### config.mk
export PLATFORM = sky130hd
export DESIGN_NAME = codec_bank_port
export DESIGN_NICKNAME = d
export VERILOG_FILES = /design/src/rtl/sport_pkg.sv /design/src/rtl/sport_timing.sv /design/src/rtl/sport_lane.sv /design/src/rtl/codec_bank_port.sv
export SDC_FILE = /design/constraint.sdc
export NUM_CORES = 2
export LEC_CHECK = 0
export BUFFER_PORTS_ARGS = -buffer_cell sky130_fd_sc_hd__buf_2
export CELL_PAD_IN_SITES_DETAIL_PLACEMENT = 1
export CELL_PAD_IN_SITES_GLOBAL_PLACEMENT = 2
export CORE_UTILIZATION = 36
export CTS_CLUSTER_DIAMETER = 200
export DETAILED_ROUTE_END_ITERATION = 8
export PLACE_DENSITY = 0.77
export SETUP_SLACK_MARGIN = 0.15
export SLEW_MARGIN = 10
export SYNTH_ARGS = -nofsm -noshare
export SYNTH_HDL_FRONTEND = slang
export SYNTH_HIERARCHICAL = 1
export SYNTH_SLANG_ARGS = --single-unit
export TNS_END_PERCENT = 1
### constraint.sdc
create_clock -name clk -period 8.35 [get_ports clk]
set_input_delay 1.67 -clock clk [delete_from_list [all_inputs] [get_ports clk]]
set_output_delay 1.67 -clock clk [all_outputs]
set_load 0.02 [all_outputs]
### src/rtl/sport_pkg.sv
package sport_pkg;

  // Framing selection for one frame.
  typedef enum logic {
    FMT_RJ  = 1'b0,
    FMT_I2S = 1'b1
  } frame_fmt_e;

  // Settings latched at a frame boundary.
  typedef struct packed {
    frame_fmt_e fmt;
    logic       wide;
  } port_mode_t;

endpackage

### src/rtl/sport_timing.sv
// Bit-clock and word-clock generator. Both clocks are registered outputs
// made from enables in the master-clock domain.
module sport_timing #(
  parameter int CLK_PER_BIT = 4,
  parameter int SLOT_BITS   = 32,
  parameter int POS_W       = $clog2(2 * SLOT_BITS)
) (
  input  logic             clk,
  input  logic             rst,
  output logic             bclk_o,
  output logic             lrclk_o,
  output logic             fall_evt,
  output logic             rise_evt,
  output logic             frame_end,
  output logic [POS_W-1:0] drive_pos,
  output logic [POS_W-1:0] sample_pos
);

  localparam int PH_W = (CLK_PER_BIT > 2) ? $clog2(CLK_PER_BIT) : 1;

  logic [PH_W-1:0]  ph;
  logic [POS_W-1:0] bitc;

  // The rise is half a bit period after the fall.
  assign rise_evt   = (ph == PH_W'(CLK_PER_BIT / 2 - 1));
  assign fall_evt   = (ph == PH_W'(CLK_PER_BIT - 1));
  assign sample_pos = bitc;
  assign drive_pos  = bitc + 1'b1;
  assign frame_end  = rise_evt && (bitc == '1);

  always_ff @(posedge clk) begin
    if (rst) begin
      ph      <= '0;
      bitc    <= '0;
      bclk_o  <= 1'b0;
      lrclk_o <= 1'b0;
    end else begin
      if (fall_evt) begin
        ph   <= '0;
        bitc <= bitc + 1'b1;
      end else begin
        ph <= ph + 1'b1;
      end
      if (rise_evt) bclk_o <= 1'b1;
      if (fall_evt) begin
        bclk_o  <= 1'b0;
        lrclk_o <= drive_pos[POS_W-1];
      end
    end
  end

endmodule

### src/rtl/sport_lane.sv
// One codec lane: serialiser for the DAC line and deserialiser for the ADC line.
module sport_lane
  import sport_pkg::*;
#(
  parameter int DW        = 24,
  parameter int NW        = 16,
  parameter int SLOT_BITS = 32,
  parameter int POS_W     = $clog2(2 * SLOT_BITS)
) (
  input  logic             clk,
  input  logic             rst,
  input  logic             fall_evt,
  input  logic             rise_evt,
  input  logic             frame_end,
  input  logic [POS_W-1:0] drive_pos,
  input  logic [POS_W-1:0] sample_pos,
  input  port_mode_t       mode,
  input  logic             loopback,
  input  logic [DW-1:0]    tx_l,
  input  logic [DW-1:0]    tx_r,
  input  logic             sdin,
  output logic             sdout,
  output logic [DW-1:0]    rx_l,
  output logic [DW-1:0]    rx_r
);

  localparam int SP_W = POS_W - 1;
  localparam int IW   = (DW > 1) ? $clog2(DW) : 1;
  localparam logic [DW-1:0] NMASK = {{(DW - NW){1'b0}}, {NW{1'b1}}};

  logic [DW-1:0]          hold_l, hold_r, left_cap;
  logic [SLOT_BITS-2:0]   shreg;
  logic [SLOT_BITS-1:0]   full;
  logic [DW-1:0]          right_now;

  function automatic logic [DW-1:0] keep(input logic [DW-1:0] w, input logic wide);
    return wide ? w : (w & NMASK);
  endfunction

  // Pull the word out of a whole slot as it was received.
  function automatic logic [DW-1:0] extract(input logic [SLOT_BITS-1:0] slot, input port_mode_t m);
    int nbits;
    int shamt;
    nbits = m.wide ? DW : NW;
    shamt = (m.fmt == FMT_I2S) ? (SLOT_BITS - 1 - nbits) : 0;
    return keep(DW'(slot >> shamt), m.wide);
  endfunction

  assign full      = {shreg, sdin};
  assign right_now = extract(full, mode);

  // Pick the outgoing bit for the slot position presented at the next fall.
  logic [SP_W-1:0] dp;
  logic [DW-1:0]   dword;
  int              nbits_tx;
  int              didx;
  logic            dbit;

  always_comb begin
    dp       = drive_pos[SP_W-1:0];
    dword    = drive_pos[POS_W-1] ? hold_r : hold_l;
    nbits_tx = mode.wide ? DW : NW;
    didx     = -1;
    if (mode.fmt == FMT_I2S) begin
      if (int'(dp) >= 1 && int'(dp) <= nbits_tx) didx = nbits_tx - int'(dp);
    end else if (int'(dp) >= SLOT_BITS - nbits_tx) begin
      didx = SLOT_BITS - 1 - int'(dp);
    end
    dbit = (didx >= 0 && didx < DW) ? dword[IW'(didx)] : 1'b0;
  end

  always_ff @(posedge clk) begin
    if (rst) begin
      sdout    <= 1'b0;
      shreg    <= '0;
      left_cap <= '0;
      hold_l   <= '0;
      hold_r   <= '0;
      rx_l     <= '0;
      rx_r     <= '0;
    end else begin
      if (fall_evt) sdout <= dbit;
      if (rise_evt) begin
        shreg <= full[SLOT_BITS-2:0];
        if (sample_pos == POS_W'(SLOT_BITS - 1)) left_cap <= extract(full, mode);
      end
      if (frame_end) begin
        rx_l   <= left_cap;
        rx_r   <= right_now;
        hold_l <= loopback ? left_cap  : tx_l;
        hold_r <= loopback ? right_now : tx_r;
      end
    end
  end

endmodule

### src/rtl/codec_bank_port.sv
// Clock-master serial port for a bank of stereo codecs that share one set of clocks.
module codec_bank_port
  import sport_pkg::*;
#(
  parameter int NUM_CODECS  = 8,
  parameter int DW          = 24,
  parameter int NW          = 16,
  parameter int SLOT_BITS   = 32,
  parameter int CLK_PER_BIT = 4
) (
  input  logic                     clk,
  input  logic                     rst,
  input  logic                     fmt_i2s,
  input  logic                     wide24,
  input  logic                     loopback,
  input  logic [NUM_CODECS*DW-1:0] tx_left,
  input  logic [NUM_CODECS*DW-1:0] tx_right,
  input  logic [NUM_CODECS-1:0]    sdin,
  output logic                     bclk,
  output logic                     lrclk,
  output logic [NUM_CODECS-1:0]    sdout,
  output logic [NUM_CODECS*DW-1:0] rx_left,
  output logic [NUM_CODECS*DW-1:0] rx_right,
  output logic                     frame_valid
);

  localparam int POS_W = $clog2(2 * SLOT_BITS);

  logic             fall_evt, rise_evt, frame_end;
  logic [POS_W-1:0] drive_pos, sample_pos;
  port_mode_t       mode_q;

  sport_timing #(
    .CLK_PER_BIT(CLK_PER_BIT),
    .SLOT_BITS  (SLOT_BITS),
    .POS_W      (POS_W)
  ) timing_i (
    .clk       (clk),
    .rst       (rst),
    .bclk_o    (bclk),
    .lrclk_o   (lrclk),
    .fall_evt  (fall_evt),
    .rise_evt  (rise_evt),
    .frame_end (frame_end),
    .drive_pos (drive_pos),
    .sample_pos(sample_pos)
  );

  // Framing and width change only at a frame boundary.
  always_ff @(posedge clk) begin
    if (rst) begin
      mode_q      <= '{fmt: FMT_RJ, wide: 1'b0};
      frame_valid <= 1'b0;
    end else begin
      frame_valid <= frame_end;
      if (frame_end) mode_q <= '{fmt: frame_fmt_e'(fmt_i2s), wide: wide24};
    end
  end

  for (genvar c = 0; c < NUM_CODECS; c++) begin : g_lane
    sport_lane #(
      .DW       (DW),
      .NW       (NW),
      .SLOT_BITS(SLOT_BITS),
      .POS_W    (POS_W)
    ) lane_i (
      .clk       (clk),
      .rst       (rst),
      .fall_evt  (fall_evt),
      .rise_evt  (rise_evt),
      .frame_end (frame_end),
      .drive_pos (drive_pos),
      .sample_pos(sample_pos),
      .mode      (mode_q),
      .loopback  (loopback),
      .tx_l      (tx_left[c*DW +: DW]),
      .tx_r      (tx_right[c*DW +: DW]),
      .sdin      (sdin[c]),
      .sdout     (sdout[c]),
      .rx_l      (rx_left[c*DW +: DW]),
      .rx_r      (rx_right[c*DW +: DW])
    );
  end

endmodule

# --- After elaboration in Yosys (flattened, before gate mapping) ---
# Cells that the tools add are included.
word_totals:
  in_bits: 397
  out_inout_bits: 395
  register_bits: 1229
  ram_bits: 0
  mem_bits_ro: 0
  latchBits: 0
  n_memories: 0
  elab_cells: 161
op_classes:
  div_mod_pow: 0
  mul: 0
  eq_ne: 4
  magnitude_cmp: 6
  bitwise: 0
  add_sub_neg: 6
  reduce_logical: 5
  shifts: 8
  mux: 69
op_table:
  columns: ["operator", "n"]
  rows:
  - ["2-to-1 mux 24 bit", 32]
  - [">> shifter 32 x 32 -> 24 bit", 8]
  - ["2-to-1 mux 32 bit", 4]
  - ["binary-select mux 1 bit (select 5 bit)", 8]
  - ["greater-or-equal comparator 32 x 1 -> 1 bit, second input constant", 1]
  - ["greater-or-equal comparator 6 x 32 -> 1 bit", 1]
  - ["less-or-equal comparator 6 x 32 -> 1 bit", 1]
  - ["less-than comparator 32 x 6 -> 1 bit, second input constant", 1]
  - ["subtractor 32 x 6 -> 32 bit", 1]
  - ["subtractor 6 x 32 -> 32 bit, first input constant", 1]
  - ["subtractor 7 x 32 -> 32 bit, first input constant", 1]
  - ["2-to-1 mux 1 bit", 24]
  - ["less-than comparator 5 x 7 -> 1 bit, second input constant", 1]
  - ["adder 6 x 1 -> 6 bit, second input constant", 1]
  - ["== test 6 x 5 -> 1 bit, second input constant", 1]
  - ["== test 6 bit, second input constant", 1]
  - ["subtractor 5 x 5 -> 6 bit, first input constant", 1]
  - ["greater-or-equal comparator 5 x 1 -> 1 bit, second input constant", 1]
  - ["2-to-1 mux 4 bit", 1]
  - ["logical AND 1 bit", 3]
  - ["adder 2 x 1 -> 2 bit, second input constant", 1]
  - ["== test 2 x 1 -> 1 bit, second input constant", 1]
  - ["== test 2 bit, second input constant", 1]
  - ["AND reduction 2 bit", 1]
  - ["OR reduction 2 bit", 1]

# --- Logic depth before layout (Yosys ltp) ---
logic_depth:
  word_depth: 9
  ltp_mapped: 16
  mapped_depth_nobuf: 13

# --- By module ---
# The synthesis kept the hierarchy.
modules_own_cells:
  columns: ["module", "n_inst", "cells_each", "seq_area_each_um2", "area_each_um2"]
  rows:
  - ["sport_lane (g_lane[0].lane_i ...)", 6, 721, 3022.9, 6979.2]
  - ["sport_lane (g_lane[3].lane_i ...)", 2, 707, 3022.9, 6988.0]
  - ["sport_timing", 1, 48, 180.2, 434.2]
  - ["codec_bank_port", 1, 8, 60.1, 93.8]

# --- Least setup slack after synthesis ---
# OpenSTA, ideal clock, no wires.
synth_timing:
  path_type: "register -> register"
  start: "register timing_i.bitc[0], in the netlist timing_i/sample_pos[0]"
  end: "register g_lane[3].lane_i.sdout"
  t_arrival_ps: 6743
  synth_period_minus_slack_ps: 6865
  t_required_ps: 8228
  stages_incl_launch_ff: 14
  setup_slack_ps: 1485
  cell_sequence: "dfxtp_1 > ha_1 > nand3_1 > xnor2_1 > ha_1 > or2_2 > o311a_1 > buf_2 > a22oi_4 > buf_4 > mux4_1 > nand2_1 > nor2_1 > o311a_1"
synth_via:
  elab_chain_cells: 9
synth_rtl:
  columns: ["item", "line_no", "text"]
  rows:
  - ["from (decl)", "sport_timing.sv:22", "logic [POS_W-1:0] bitc;"]
  - ["from (signal assigned)", "sport_timing.sv:40", "bitc <= bitc + 1'b1;"]
  - ["adder 6 x 1 -> 6 bit (*)", "sport_timing.sv:28", "assign drive_pos = bitc + 1'b1;"]
  - ["named net drive_pos[4]", "codec_bank_port.sv:30", "logic [POS_W-1:0] drive_pos, sample_pos;"]
  - ["less-or-equal comparator 6 x 32 -> 1 bit or greater-or-equal comparator 5 x 1 -> 1 bit (tied branches)", "sport_lane.sv:65", "if (int'(dp) >= 1 && int'(dp) <= nbits_tx) didx = nbits_tx - int'(dp);"]
  - ["logical AND 1 bit", "sport_lane.sv:65", null]
  - ["2-to-1 mux 32 bit", "sport_lane.sv:65", null]
  - ["2-to-1 mux 32 bit (*)", "sport_lane.sv:64", "if (mode.fmt == FMT_I2S) begin"]
  - ["parallel branches: the longest is 3 deep, another holds greater-or-equal comparator 32 x 1 -> 1 bit", null, null]
  - ["2-to-1 mux 1 bit (*)", "sport_lane.sv:69", "dbit = (didx >= 0 && didx < DW) ? dword[IW'(didx)] : 1'b0;"]
  - ["to (signal assigned)", "sport_lane.sv:82", "if (fall_evt) sdout <= dbit;"]
  - ["to (decl)", "sport_lane.sv:22", "output logic sdout,"]
# Mark *: on every way through the listed nets, which the timed path passes. The select of a mux whose other input is x is not followed.
# A chain may end at the register's enable or synchronous reset.

# --- Worst setup path in the final report ---
layout_timing:
  start: "register timing_i.bitc[0], in the netlist timing_i/sample_pos[0]"
  end: "register g_lane[0].lane_i.sdout"
layout_via:
  elab_chain_cells: 9
layout_rtl:
  columns: ["item", "line_no"]
  rows:
  - ["adder 6 x 1 -> 6 bit (*)", "sport_timing.sv:28"]
  - ["named net drive_pos[2]", "codec_bank_port.sv:30"]
  - ["less-or-equal comparator 6 x 32 -> 1 bit or greater-or-equal comparator 5 x 1 -> 1 bit (tied branches)", "sport_lane.sv:65"]
  - ["logical AND 1 bit", "sport_lane.sv:65"]
  - ["2-to-1 mux 32 bit", "sport_lane.sv:65"]
  - ["2-to-1 mux 32 bit (*)", "sport_lane.sv:64"]
  - ["parallel branches: the longest is 3 deep, another holds greater-or-equal comparator 32 x 1 -> 1 bit", null]
  - ["2-to-1 mux 1 bit (*)", "sport_lane.sv:69"]
  - ["to (signal assigned)", "sport_lane.sv:82"]
  - ["to (decl)", "sport_lane.sv:22"]
# Marked as above.

==> flow_summary.ini <==
[clock_tree]
h-tree-depth = 4
cts.sink_count = 1220
insertion_delay_ns = 0.77
ctsResizeCount = 0
cts_tree = yes
hold_buffers = 0
clk_pin_slew_ns = 0.06
cts_root_buffer = clkbuf_16
postCtsSetupBuffers = 0
cts_buffer_depth = 3
numCtsBuffers = 148

[worst_setup_path]
max_stage_delay_ns = 0.75
crit_path_top_delay_cell = a31oi_4
cp_cell_sequence = ha_2 -> xor2_4 -> buf_4 -> nor2b_1 -> a21oi_1 -> ha_1 -> a22oi_4 -> a31oi_4 -> mux4_2 -> mux2_2 -> nand2_1 -> a21boi_1 -> o311a_1
critPathMaxFanout = 31
startpoint = timing_i/sample_pos[0]$_SDFFE_PP0P_
critPathCaptureType = flip-flop
reg2reg_from = timing_i/sample_pos[0]$_SDFFE_PP0P_
worstPathArrival_ns = 5.79
path_class = flip-flop to flip-flop
required_ns = 8.99
critPathLaunchType = flip-flop

[worst_hold_path]
min_path_type = flip-flop to flip-flop
worstHoldStart = g_lane[7].lane_i/hold_l[23]$_SDFFE_PP0P_

[placed_design]
hpwl_um = 144600
dp_slack_ns = 3.256
gp_congestion = 0.8317
numPortBuffers = 791
dp_cells = 8229

[synthesis]
synth_cell_types = 73
synthFlopType = dfxtp_1
syn-num-nets = 6244
ys_ff_latch = 1220
seq_area_frac_synth_pct = 43.32
avgSynthCellArea_um2 = 9.727
async_flop_share_pct = 0
syn-cell-area_mm2 = 0.05638
syn_inst = 5796
ys.warnings.count = 6
synth-edff-count = 0

[power_and_ir_drop]
p_clk_share_pct = 50.2
p_switching_mw = 3.062
ir_drop_v = 0.0001826
power.share.switching_pct = 23.37
power.density_mw_per_mm2 = 196.0
combPwrFrac_pct = 5.2
p_int_mw = 10.04
pwr-share-seq_pct = 44.5
p_leak_nw = 25.49

[grt]
grt_pass1_wl_um = 298600
grt_max_degree = 207
grt_antenna_before_repair = 54
overflow = 0
grtUsageTotal_pct = 24.73
grt_pass1_vias = 45284

[final_layout]
num-fill-cells = 17548
synthToLayoutAreaGrowth_pct = 18.55
fin_util_pct = 43.18
fin_cells = 8514
drive_above_1_share_pct = 18.80
final_nets = 6783

[detailed_routing]
viasPerCell = 5.299
route.detailed.drc = 0
first_pass_iters = 5
drt-total-wl_um = 202800
drt_first_iter_violations = 2611
wl_per_cell_um = 23.82
via_count = 45115
ant_nets = 0

[sta]
fmax_mhz = 194.3
worstMarginPinSlew_ns = 1.200
drv_slew = 0
finalHoldViolCount = 0
skew_ns = 0.02632
layout_worst_path_cycle_share_pct = 61.62
fin_crit_ns = 5.146
setup_viol = 0
setup_slack_ns = 3.204
fin_setup_tns_ns = 0
slew_headroom_pct = 20.01
grt_setup_unrepaired = no

[floorplan]
die_area_mm2 = 0.1582
start_util_pct = 36.43
fp.dieH_um = 397.7
rows = 144
ios = 792
die_width_um = 397.7
coreArea_mm2 = 0.1548

[run]
max-cap-violations = 0

[status]
status = completed
layout make-up:
class,instances,area (µm²),area share [%]
multi-input combinational,4050,29940,44.80
sequential,1220,24430,36.55
timing repair buffer,855,4634,6.934
clock buffer,234,4512,6.751
tap,2044,2557,3.826
clock inverter,32,461.7,0.6908
inverter,60,252.7,0.3781
antenna,19,47.55,0.07114
through the flow:
stage	hold slack, ns	instance area, µm²	power (mW)
floorplan	0.4338	56380	6.386
global placement	0.4679	61820	6.650
detailed placement	0.4790	61820	6.652
CTS	0.4861	66790	13.29
global route	0.4974	66810	13.56
finish	0.4848	66840	13.10
worst max-delay path: cells and delay by family, from the launching register on:
family	cells	cell delay (ns)
xor+xnor	1	0.59
buf+inv	1	0.56
mux	2	0.88
fa+ha+maj	2	0.64
simple gates	2	0.23
flops	1	0.63
compound gates	5	1.46
logic make-up (layout without fill, tap and decap cells):
group           count (synthesis)  count (layout)  share of synthesized area, %
buf+inv                       526            1181                         3.819
flops                        1220            1220                         43.32
compound gates                748             748                         10.16
other cells                     0              19                             0
fa+ha+maj                      51              51                         1.132
mux                          1545            1545                         28.49
xor+xnor                       16              16                        0.2485
simple gates                 1690            1690                         12.83
worst paths after layout:
check,to,slack [ns],cells after the start
hold / removal,g_lane[7].lane_i/hold_l[23]$_SDFFE_PP0P_,0.48,2
hold reg to reg,g_lane[7].lane_i/hold_l[23]$_SDFFE_PP0P_,0.48,2
setup / recovery,g_lane[0].lane_i/sdout$_SDFFE_PP0P_,3.20,13
setup reg to reg,g_lane[0].lane_i/sdout$_SDFFE_PP0P_,3.20,13
registers in the layout, summed over array words and instances, names as in the netlist, 2 cells and up:
| register | flops |
|---|---|
| mode_q | 2 |
| g_lane.lane_i/shreg | 240 |
| g_lane.lane_i/rx_r | 192 |
| g_lane.lane_i/hold_r | 192 |
| g_lane.lane_i/rx_l | 192 |
| g_lane.lane_i/hold_l | 192 |
| g_lane.lane_i/sdout | 8 |
| timing_i/ph | 2 |
| g_lane.lane_i/left_cap | 192 |
| timing_i/sample_pos | 5 |
power by group through the flow:
stage               Clock [mW]  Combinational, mW  Sequential [mW]
global placement             0              0.687             5.96
finish                    6.58              0.688             5.84
detailed placement           0              0.689             5.96
floorplan                    0              0.424             5.96
CTS                       6.76              0.692             5.83
global route              7.00              0.728             5.83
synth_stat cells (all sizes together) (51+ instances only):
cell,n,share of area [%]
a211oi,402,5.4
a21oi,155,1.4
buf,135,1.2
clkbuf,331,2.2
dfxtp,1220,43
ha,51,1.1
inv,56,0.37
mux2i,1483,26
nand2,58,0.39
nand3,53,0.47
nor2,1368,9.1
nor2b,73,0.81
layout by cell type (no fill, tap or decap), types with 9 or more instances in the layout:
cell / n
a221oi_1: 20
buf_4: 50
nor3_2: 10
o2111ai_1: 12
mux2i_1: 1483
clkbuf_16: 152
nand2_1: 58
nor2_1: 1359
dfxtp_1: 1218
clkinv_2: 12
diode_2: 19
mux2_2: 12
nor2_4: 9
nand3_1: 53
nor2b_1: 73
buf_12: 14
xnor2_1: 9
clkbuf_1: 42
o211ai_1: 18
nand2b_1: 12
a211oi_1: 396
nor3_1: 31
clkbuf_8: 40
o311a_1: 10
mux4_2: 38
inv_1: 55
a31oi_1: 18
ha_1: 48
nor3b_1: 16
a21oi_1: 155
buf_2: 789
a31oi_4: 12
routing by layer:
layer	GRT usage [%]	wire, µm	up-vias
met4	6.772	4799	60
met5	0	357	-
li1	-	-	21647
met3	5.793	11400	284
met1	33.93	95060	22167
met2	38.60	91170	957
Power figures use the tool's default switching activity.
